--- src/rtl/rdmon_pkg.sv ---
package rdmon_pkg;

    parameter int ID_W   = 2;
    parameter int ADDR_W = 32;
    parameter int DATA_W = 32;
    parameter int LEN_W  = 8;

    localparam int N_IDS  = 1 << ID_W;
    localparam int BEAT_W = LEN_W + 1;

    localparam logic [1:0] RESP_OKAY   = 2'd0;
    localparam logic [1:0] RESP_EXOKAY = 2'd1;
    localparam logic [1:0] RESP_SLVERR = 2'd2;
    localparam logic [1:0] RESP_DECERR = 2'd3;

    typedef struct packed {
        logic [ADDR_W-1:0] addr;
        logic [LEN_W-1:0]  len;
        logic [2:0]        size;
        logic [1:0]        burst;
    } req_hdr_t;

    typedef struct packed {
        req_hdr_t          hdr;
        logic [BEAT_W-1:0] beats;
        logic [DATA_W-1:0] sig;
        logic [1:0]        resp;
    } burst_ctx_t;

    typedef struct packed {
        logic [ID_W-1:0] id;
        burst_ctx_t      ctx;
    } txn_rec_t;

    // Severity rank, higher is worse.
    function automatic logic [1:0] resp_rank(logic [1:0] code);
        case (code)
            RESP_DECERR: return 2'd3;
            RESP_SLVERR: return 2'd2;
            RESP_EXOKAY: return 2'd1;
            default:     return 2'd0;
        endcase
    endfunction

    function automatic logic [1:0] resp_worst(logic [1:0] a, logic [1:0] b);
        return (resp_rank(b) > resp_rank(a)) ? b : a;
    endfunction

    function automatic logic [DATA_W-1:0] sig_step(logic [DATA_W-1:0] s,
                                                   logic [DATA_W-1:0] d);
        return {s[DATA_W-2:0], s[DATA_W-1]} ^ d;
    endfunction

    function automatic burst_ctx_t ctx_open(req_hdr_t h);
        burst_ctx_t c;
        c.hdr   = h;
        c.beats = '0;
        c.sig   = '0;
        c.resp  = RESP_OKAY;
        return c;
    endfunction

    function automatic burst_ctx_t ctx_step(burst_ctx_t c,
                                            logic [DATA_W-1:0] d,
                                            logic [1:0] r);
        burst_ctx_t n;
        n       = c;
        n.beats = c.beats + 1'b1;
        n.sig   = sig_step(c.sig, d);
        n.resp  = resp_worst(c.resp, r);
        return n;
    endfunction

endpackage

--- src/rtl/rdmon_id_queue.sv ---
module rdmon_id_queue
    import rdmon_pkg::*;
#(
    parameter int DEPTH = 2
) (
    input  logic              clk,
    input  logic              rst,
    input  logic              push_i,
    input  req_hdr_t          hdr_i,
    input  logic              beat_i,
    input  logic [DATA_W-1:0] data_i,
    input  logic [1:0]        resp_i,
    input  logic              last_i,
    output logic              full_o,
    output logic              busy_o,
    output burst_ctx_t        head_o
);
    localparam int PW = (DEPTH > 1) ? $clog2(DEPTH) : 1;
    localparam int CW = $clog2(DEPTH + 1);

    burst_ctx_t      slots [DEPTH];
    logic [PW-1:0]   rd_ptr, wr_ptr;
    logic [CW-1:0]   used;
    logic            pop, upd;

    assign busy_o = (used != '0);
    assign full_o = (used == CW'(DEPTH));
    assign head_o = slots[rd_ptr];
    assign pop    = beat_i && busy_o && last_i;
    assign upd    = beat_i && busy_o && !last_i;

    function automatic logic [PW-1:0] bump(logic [PW-1:0] p);
        return (p == PW'(DEPTH - 1)) ? '0 : p + 1'b1;
    endfunction

    always_ff @(posedge clk) begin
        if (rst) begin
            rd_ptr <= '0;
            wr_ptr <= '0;
            used   <= '0;
        end else begin
            if (push_i) begin
                slots[wr_ptr] <= ctx_open(hdr_i);
                wr_ptr        <= bump(wr_ptr);
            end
            if (upd) begin
                slots[rd_ptr] <= ctx_step(slots[rd_ptr], data_i, resp_i);
            end
            if (pop) begin
                rd_ptr <= bump(rd_ptr);
            end
            if (push_i && !pop)      used <= used + 1'b1;
            else if (pop && !push_i) used <= used - 1'b1;
        end
    end

    // A push is never offered to a full queue.
    assert_no_overflow_R2: assert property (@(posedge clk) disable iff (rst)
        !(push_i && full_o));

    // After a pop the oldest slot is released.
    assert_release_R5: assert property (@(posedge clk) disable iff (rst)
        (pop && !push_i) |=> (used == $past(used) - 1'b1));

endmodule

--- src/rtl/rdmon_rec_reg.sv ---
module rdmon_rec_reg
    import rdmon_pkg::*;
(
    input  logic     clk,
    input  logic     rst,
    input  logic     load_i,
    input  txn_rec_t rec_i,
    input  logic     orphan_i,
    output logic     valid_o,
    output txn_rec_t rec_o,
    output logic     orphan_o
);
    always_ff @(posedge clk) begin
        if (rst) begin
            valid_o  <= 1'b0;
            orphan_o <= 1'b0;
            rec_o    <= '0;
        end else begin
            valid_o  <= load_i;
            orphan_o <= orphan_i;
            if (load_i) rec_o <= rec_i;
        end
    end

    // A record and an orphan flag never coincide: one beat per cycle.
    assert_orphan_alone_R9: assert property (@(posedge clk) disable iff (rst)
        !(valid_o && orphan_o));

endmodule

--- src/rtl/rd_txn_monitor.sv ---
module rd_txn_monitor
    import rdmon_pkg::*;
#(
    parameter int QDEPTH = 2
) (
    input  logic                clk,
    input  logic                rst,
    input  logic                ar_valid,
    input  logic                ar_ready,
    input  logic [ID_W-1:0]     ar_id,
    input  logic [ADDR_W-1:0]   ar_addr,
    input  logic [LEN_W-1:0]    ar_len,
    input  logic [2:0]          ar_size,
    input  logic [1:0]          ar_burst,
    input  logic                r_valid,
    input  logic                r_ready,
    input  logic [ID_W-1:0]     r_id,
    input  logic [DATA_W-1:0]   r_data,
    input  logic [1:0]          r_resp,
    input  logic                r_last,
    output logic                rec_valid,
    output logic [ID_W-1:0]     rec_id,
    output logic [ADDR_W-1:0]   rec_addr,
    output logic [LEN_W-1:0]    rec_len,
    output logic [2:0]          rec_size,
    output logic [1:0]          rec_burst,
    output logic [BEAT_W-1:0]   rec_beats,
    output logic [DATA_W-1:0]   rec_sig,
    output logic [1:0]          rec_resp,
    output logic                orphan
);
    logic       ar_fire, r_fire;
    req_hdr_t   req_hdr;
    logic [N_IDS-1:0] q_full, q_busy;
    burst_ctx_t q_head [N_IDS];

    assign ar_fire = ar_valid && ar_ready && !rst;
    assign r_fire  = r_valid  && r_ready  && !rst;

    always_comb begin
        req_hdr.addr  = ar_addr;
        req_hdr.len   = ar_len;
        req_hdr.size  = ar_size;
        req_hdr.burst = ar_burst;
    end

    for (genvar g = 0; g < N_IDS; g++) begin : g_id
        logic push_g, beat_g;
        assign push_g = ar_fire && (ar_id == ID_W'(g)) && !q_full[g];
        assign beat_g = r_fire  && (r_id  == ID_W'(g));

        rdmon_id_queue #(.DEPTH(QDEPTH)) u_q (
            .clk    (clk),
            .rst    (rst),
            .push_i (push_g),
            .hdr_i  (req_hdr),
            .beat_i (beat_g),
            .data_i (r_data),
            .resp_i (r_resp),
            .last_i (r_last),
            .full_o (q_full[g]),
            .busy_o (q_busy[g]),
            .head_o (q_head[g])
        );
    end

    logic     hit, done, stray;
    txn_rec_t next_rec, out_rec;

    assign hit   = q_busy[r_id];
    assign done  = r_fire && hit && r_last;
    assign stray = r_fire && !hit;

    always_comb begin
        next_rec.id  = r_id;
        next_rec.ctx = ctx_step(q_head[r_id], r_data, r_resp);
    end

    rdmon_rec_reg u_out (
        .clk      (clk),
        .rst      (rst),
        .load_i   (done),
        .rec_i    (next_rec),
        .orphan_i (stray),
        .valid_o  (rec_valid),
        .rec_o    (out_rec),
        .orphan_o (orphan)
    );

    assign rec_id    = out_rec.id;
    assign rec_addr  = out_rec.ctx.hdr.addr;
    assign rec_len   = out_rec.ctx.hdr.len;
    assign rec_size  = out_rec.ctx.hdr.size;
    assign rec_burst = out_rec.ctx.hdr.burst;
    assign rec_beats = out_rec.ctx.beats;
    assign rec_sig   = out_rec.ctx.sig;
    assign rec_resp  = out_rec.ctx.resp;

    // A record follows a handshaked last beat.
    assert_rec_after_last_R5: assert property (@(posedge clk) disable iff (rst)
        rec_valid |-> $past(r_valid && r_ready && r_last));

    // The record's ID is the ID of the closing beat.
    assert_rec_id_R6: assert property (@(posedge clk) disable iff (rst)
        rec_valid |-> (rec_id == $past(r_id)));

    // Worst response is at least as severe as the closing beat's.
    assert_worst_resp_R8: assert property (@(posedge clk) disable iff (rst)
        rec_valid |-> (resp_rank(rec_resp) >= resp_rank($past(r_resp))));

    // An orphan flag follows a real handshake.
    assert_orphan_src_R9: assert property (@(posedge clk) disable iff (rst)
        orphan |-> $past(r_valid && r_ready));

endmodule

--- config.mk ---
export PLATFORM = sky130hd
export DESIGN_NAME = rd_txn_monitor
export DESIGN_NICKNAME = d
export VERILOG_FILES = /design/src/rtl/rdmon_pkg.sv /design/src/rtl/rdmon_id_queue.sv /design/src/rtl/rdmon_rec_reg.sv /design/src/rtl/rd_txn_monitor.sv
export SDC_FILE = /design/constraint.sdc
export NUM_CORES = 2
export LEC_CHECK = 0
export BUFFER_PORTS_ARGS = -buffer_cell sky130_fd_sc_hd__buf_2
export CAP_MARGIN = 20
export CORE_AREA = 2 2 397 399
export CTS_CLUSTER_DIAMETER = 40
export CTS_CLUSTER_SIZE = 20
export DETAILED_ROUTE_END_ITERATION = 6
export DIE_AREA = 0 0 399 401
export SLEW_MARGIN = 20
export SYNTH_ARGS = -nofsm -noshare
export SYNTH_HDL_FRONTEND = slang
export SYNTH_HIERARCHICAL = 1
export SYNTH_SLANG_ARGS = --single-unit
--- constraint.sdc ---
create_clock -name clk -period 12.9 [get_ports clk]
set_input_delay 1.29 -clock clk [delete_from_list [all_inputs] [get_ports clk]]
set_output_delay 1.29 -clock clk [all_outputs]
set_load 0.05 [all_outputs]
==> out/qor.csv <==
metric,value,unit
post-route-min-period,4.64,ns
fp.coreArea,156000,um^2
hold_class,reg -> reg,
ys_async_sr_fraction,0,
syn_nets,3462,
grt_max_degree,99,
cp.required,13.20,ns
slew_headroom,0.251,
hold_viol_final,0,
drv_slew,0,
rsz0062_at_grt,false,
cts_buffers,107,
cts_max_level,3,
antenna_found_initial,19,
tns,0,ns
syn_avg_cell_area,12.0,um^2
fill_cells,15791,
port_buffers,181,
drtIter0Drc,2031,
initial_core_util,0.259,
worstMarginPinSlew,1.12,ns
leakagePower,17.4,nW
ctsResizeCount,0,
cp-start-kind,input pin,
path_depth,8,
ys_warn_count,6,
crit_chain,buf_4 -> nand2_1 -> nor2_1 -> o21ai_2 -> or4_4 -> o21ai_4 -> buf_4 -> buf_4,
clk_pin_slew,0.06,ns
firstDrtPassIters,7,
postCtsSetupBuffers,0,
worstPathArrival,4.94,ns
drcViolationCount,0,
netlist_instances,3353,
die_h,401,um
drive_gt1_frac,0.196,
clock.fmax,216,MHz
maxCapViolations,0,
slowest_stage,buf_4,
io_pins,182,
synth_edf_count,704,
status,completed,
clockBufferDepth,3,
powerDensity,133,nW/um^2
placed_cell_area,42900,um^2
drt-total-wl,108000,um
cts_tree,done,
areaGrowthSynthToFinish,16.1,%
fin_nets,3573,
hp-start,u_out/rec_o[48],
worst-path-max-fanout,61,
ys_types,48,
synthesis.area,40300,um^2
r2r_cells,9,
fin_crit_sh,0.360,
clk_latency,0.71,ns
clock-root-buffer,clkbuf_16,
ir_worst_vdd,121,uV
grt_use_total,0.134,
rows,145,
gp_congestion,0.773,
startpoint,r_id[1],
post_drt_wl_per_cell,19.3,um
cp_top_family,buffers and inverters,
overflow,0,
vias,25948,
fin_hold_ws,0.484,ns
crit_path_frequent_cell,buf_4,
die-area,160000,um^2
grt_pass1_wl,163000,um
viasPerCell,4.62,
ys_seq_area_frac,0.580,
cp_slowest_stage_delay,0.91,ns
skew,0.0371,ns
finalSetupViolations,0,
fp.dieW,399,um
cp.buffers_inverters,3,
first_global_vias,25700,
postCtsHoldBufs,0,
worst-setup-path-type,in -> reg,
final_cell_area,46800,um^2
whs_path_depth,2,
dp_hpwl,66700,um
clkSinkCount,816,
ys.flop_type,edfxtp_1,
ys_seq_elements,816,
endpoint_kind,flip-flop,
postRouteAntennaNets,0,
==> worst reg2reg max path: cells and delay by family, from the launching register on <==
| family | cells | cell delay (ns) |
|---|---|---|
| flops | 1 | 0.94 |
| mux | 4 | 1.51 |
| buf+inv | 2 | 0.98 |
| fa+ha+maj | 1 | 0.23 |
| simple gates | 1 | 0.06 |
| compound gates | 1 | 0.23 |
==> per-layer routing <==
| layer | wire [um] | vias up | global-route usage | part of all wire |
|---|---|---|---|---|
| li1 | - | 12123 | - | - |
| met5 | 70 | - | 0 | 0.00065 |
| met3 | 6940 | 167 | 0.0268 | 0.064 |
| met1 | 48900 | 12863 | 0.184 | 0.45 |
| met4 | 2190 | 12 | 0.0311 | 0.020 |
| met2 | 50200 | 783 | 0.216 | 0.46 |
==> cell usage after synthesis, types with 7 or more instances <==
| master | count | area, um^2 |
|---|---|---|
| nand4_1 | 8 | 50.1 |
| mux2i_1 | 290 | 2900 |
| nand2_1 | 372 | 1400 |
| and3_1 | 7 | 43.8 |
| edfxtp_1 | 704 | 21100 |
| o21ai_0 | 343 | 1720 |
| buf_6 | 33 | 372 |
| dfxtp_1 | 112 | 2240 |
| nand4b_1 | 9 | 78.8 |
| inv_1 | 208 | 781 |
| a21oi_1 | 14 | 70.1 |
| nand3_1 | 18 | 90.1 |
| buf_8 | 11 | 165 |
| xnor2_1 | 152 | 1330 |
| nor2_1 | 438 | 1640 |
| nand3b_1 | 13 | 97.6 |
| buf_2 | 95 | 475 |
| and2_1 | 8 | 50.1 |
| clkbuf_1 | 66 | 248 |
| mux4_2 | 84 | 1890 |
| nor2b_1 | 9 | 56.3 |
| xor2_1 | 51 | 447 |
| mux2_2 | 166 | 1870 |
| ha_1 | 19 | 238 |
| o21ai_1 | 37 | 185 |
==> through the flow <==
stage,util,worst slack [ns],power [mW],cells
2_1_floorplan,-,4.02,3.05,3353
3_3_place_gp,0.276,7.56,3.13,5410
3_5_place_dp,0.276,7.50,3.14,5410
4_1_cts,0.300,8.25,6.30,5614
5_1_grt,0.301,8.14,6.44,5617
6_report,0.301,8.26,6.23,5621
==> cell usage in the layout (no fill, tap or decap), types with 6 or more instances in the layout <==
master	instances
a21oi_1	14
and2_1	8
and3_1	6
buf_2	178
buf_4	28
buf_6	6
bufinv_16	12
clkbuf_16	109
clkinv_1	6
clkinv_2	10
clkinv_4	17
clkinvlp_4	9
dfxtp_1	108
edfxtp_1	704
ha_1	19
inv_1	208
inv_6	17
inv_8	10
mux2_2	166
mux2i_1	290
mux4_2	84
nand2_1	372
nand3_1	18
nand3b_1	13
nand4_1	8
nand4b_1	9
nor2_1	438
nor2b_1	9
nor3_1	6
o21ai_0	335
o21ai_1	37
o21ai_4	8
xnor2_1	152
xor2_1	51
==> sequential cells by signal (all words and copies together), names as in the netlist, named ones only <==
register and count:
u_out/orphan_o 1, g_id.u_q/slots 704, g_id.u_q/used 8, g_id.u_q/wr_ptr 4
u_out/valid_o 1, u_out/rec_o 90, g_id.u_q/rd_ptr 4
==> cell type report <==
| cell class | count | area, um^2 | area share |
|---|---|---|---|
| diodes | 4 | 10.0 | 0.000214 |
| clock buffers | 115 | 2760 | 0.0589 |
| clock inverters | 89 | 1070 | 0.0229 |
| inverters | 208 | 781 | 0.0167 |
| multi-input cells | 2116 | 15000 | 0.320 |
| flip-flops and latches | 816 | 23400 | 0.500 |
| well taps | 2058 | 2570 | 0.0550 |
| repair buffers | 215 | 1250 | 0.0267 |
==> worst paths after layout <==
| check | end | slack (ns) |
|---|---|---|
| setup / recovery | g_id[2].u_q/slots[0][30] | 8.26 |
| setup reg to reg | u_out/rec_o[0] | 8.80 |
| hold / removal | u_out/rec_o[48] | 0.48 |
| hold reg to reg | u_out/rec_o[48] | 0.48 |
==> power by group <==
group	internal (mW)	leakage [nW]	switching, mW
sequential	2.85	7.98	0.00352
clock	1.85	1.85	1.30
combinational	0.0842	7.54	0.143
==> logic make-up after synthesis <==
family,count (synthesis),share of synthesized area
AND/OR/NAND/NOR,931,0.0961
flip-flops,816,0.580
multiplexers,545,0.168
buffers and inverters,421,0.0517
AO/OA/AOI/OAI,418,0.0540
XOR/XNOR,203,0.0441
adder cells (fa/ha/maj),19,0.00589
(Power assumes the default switching activity.)
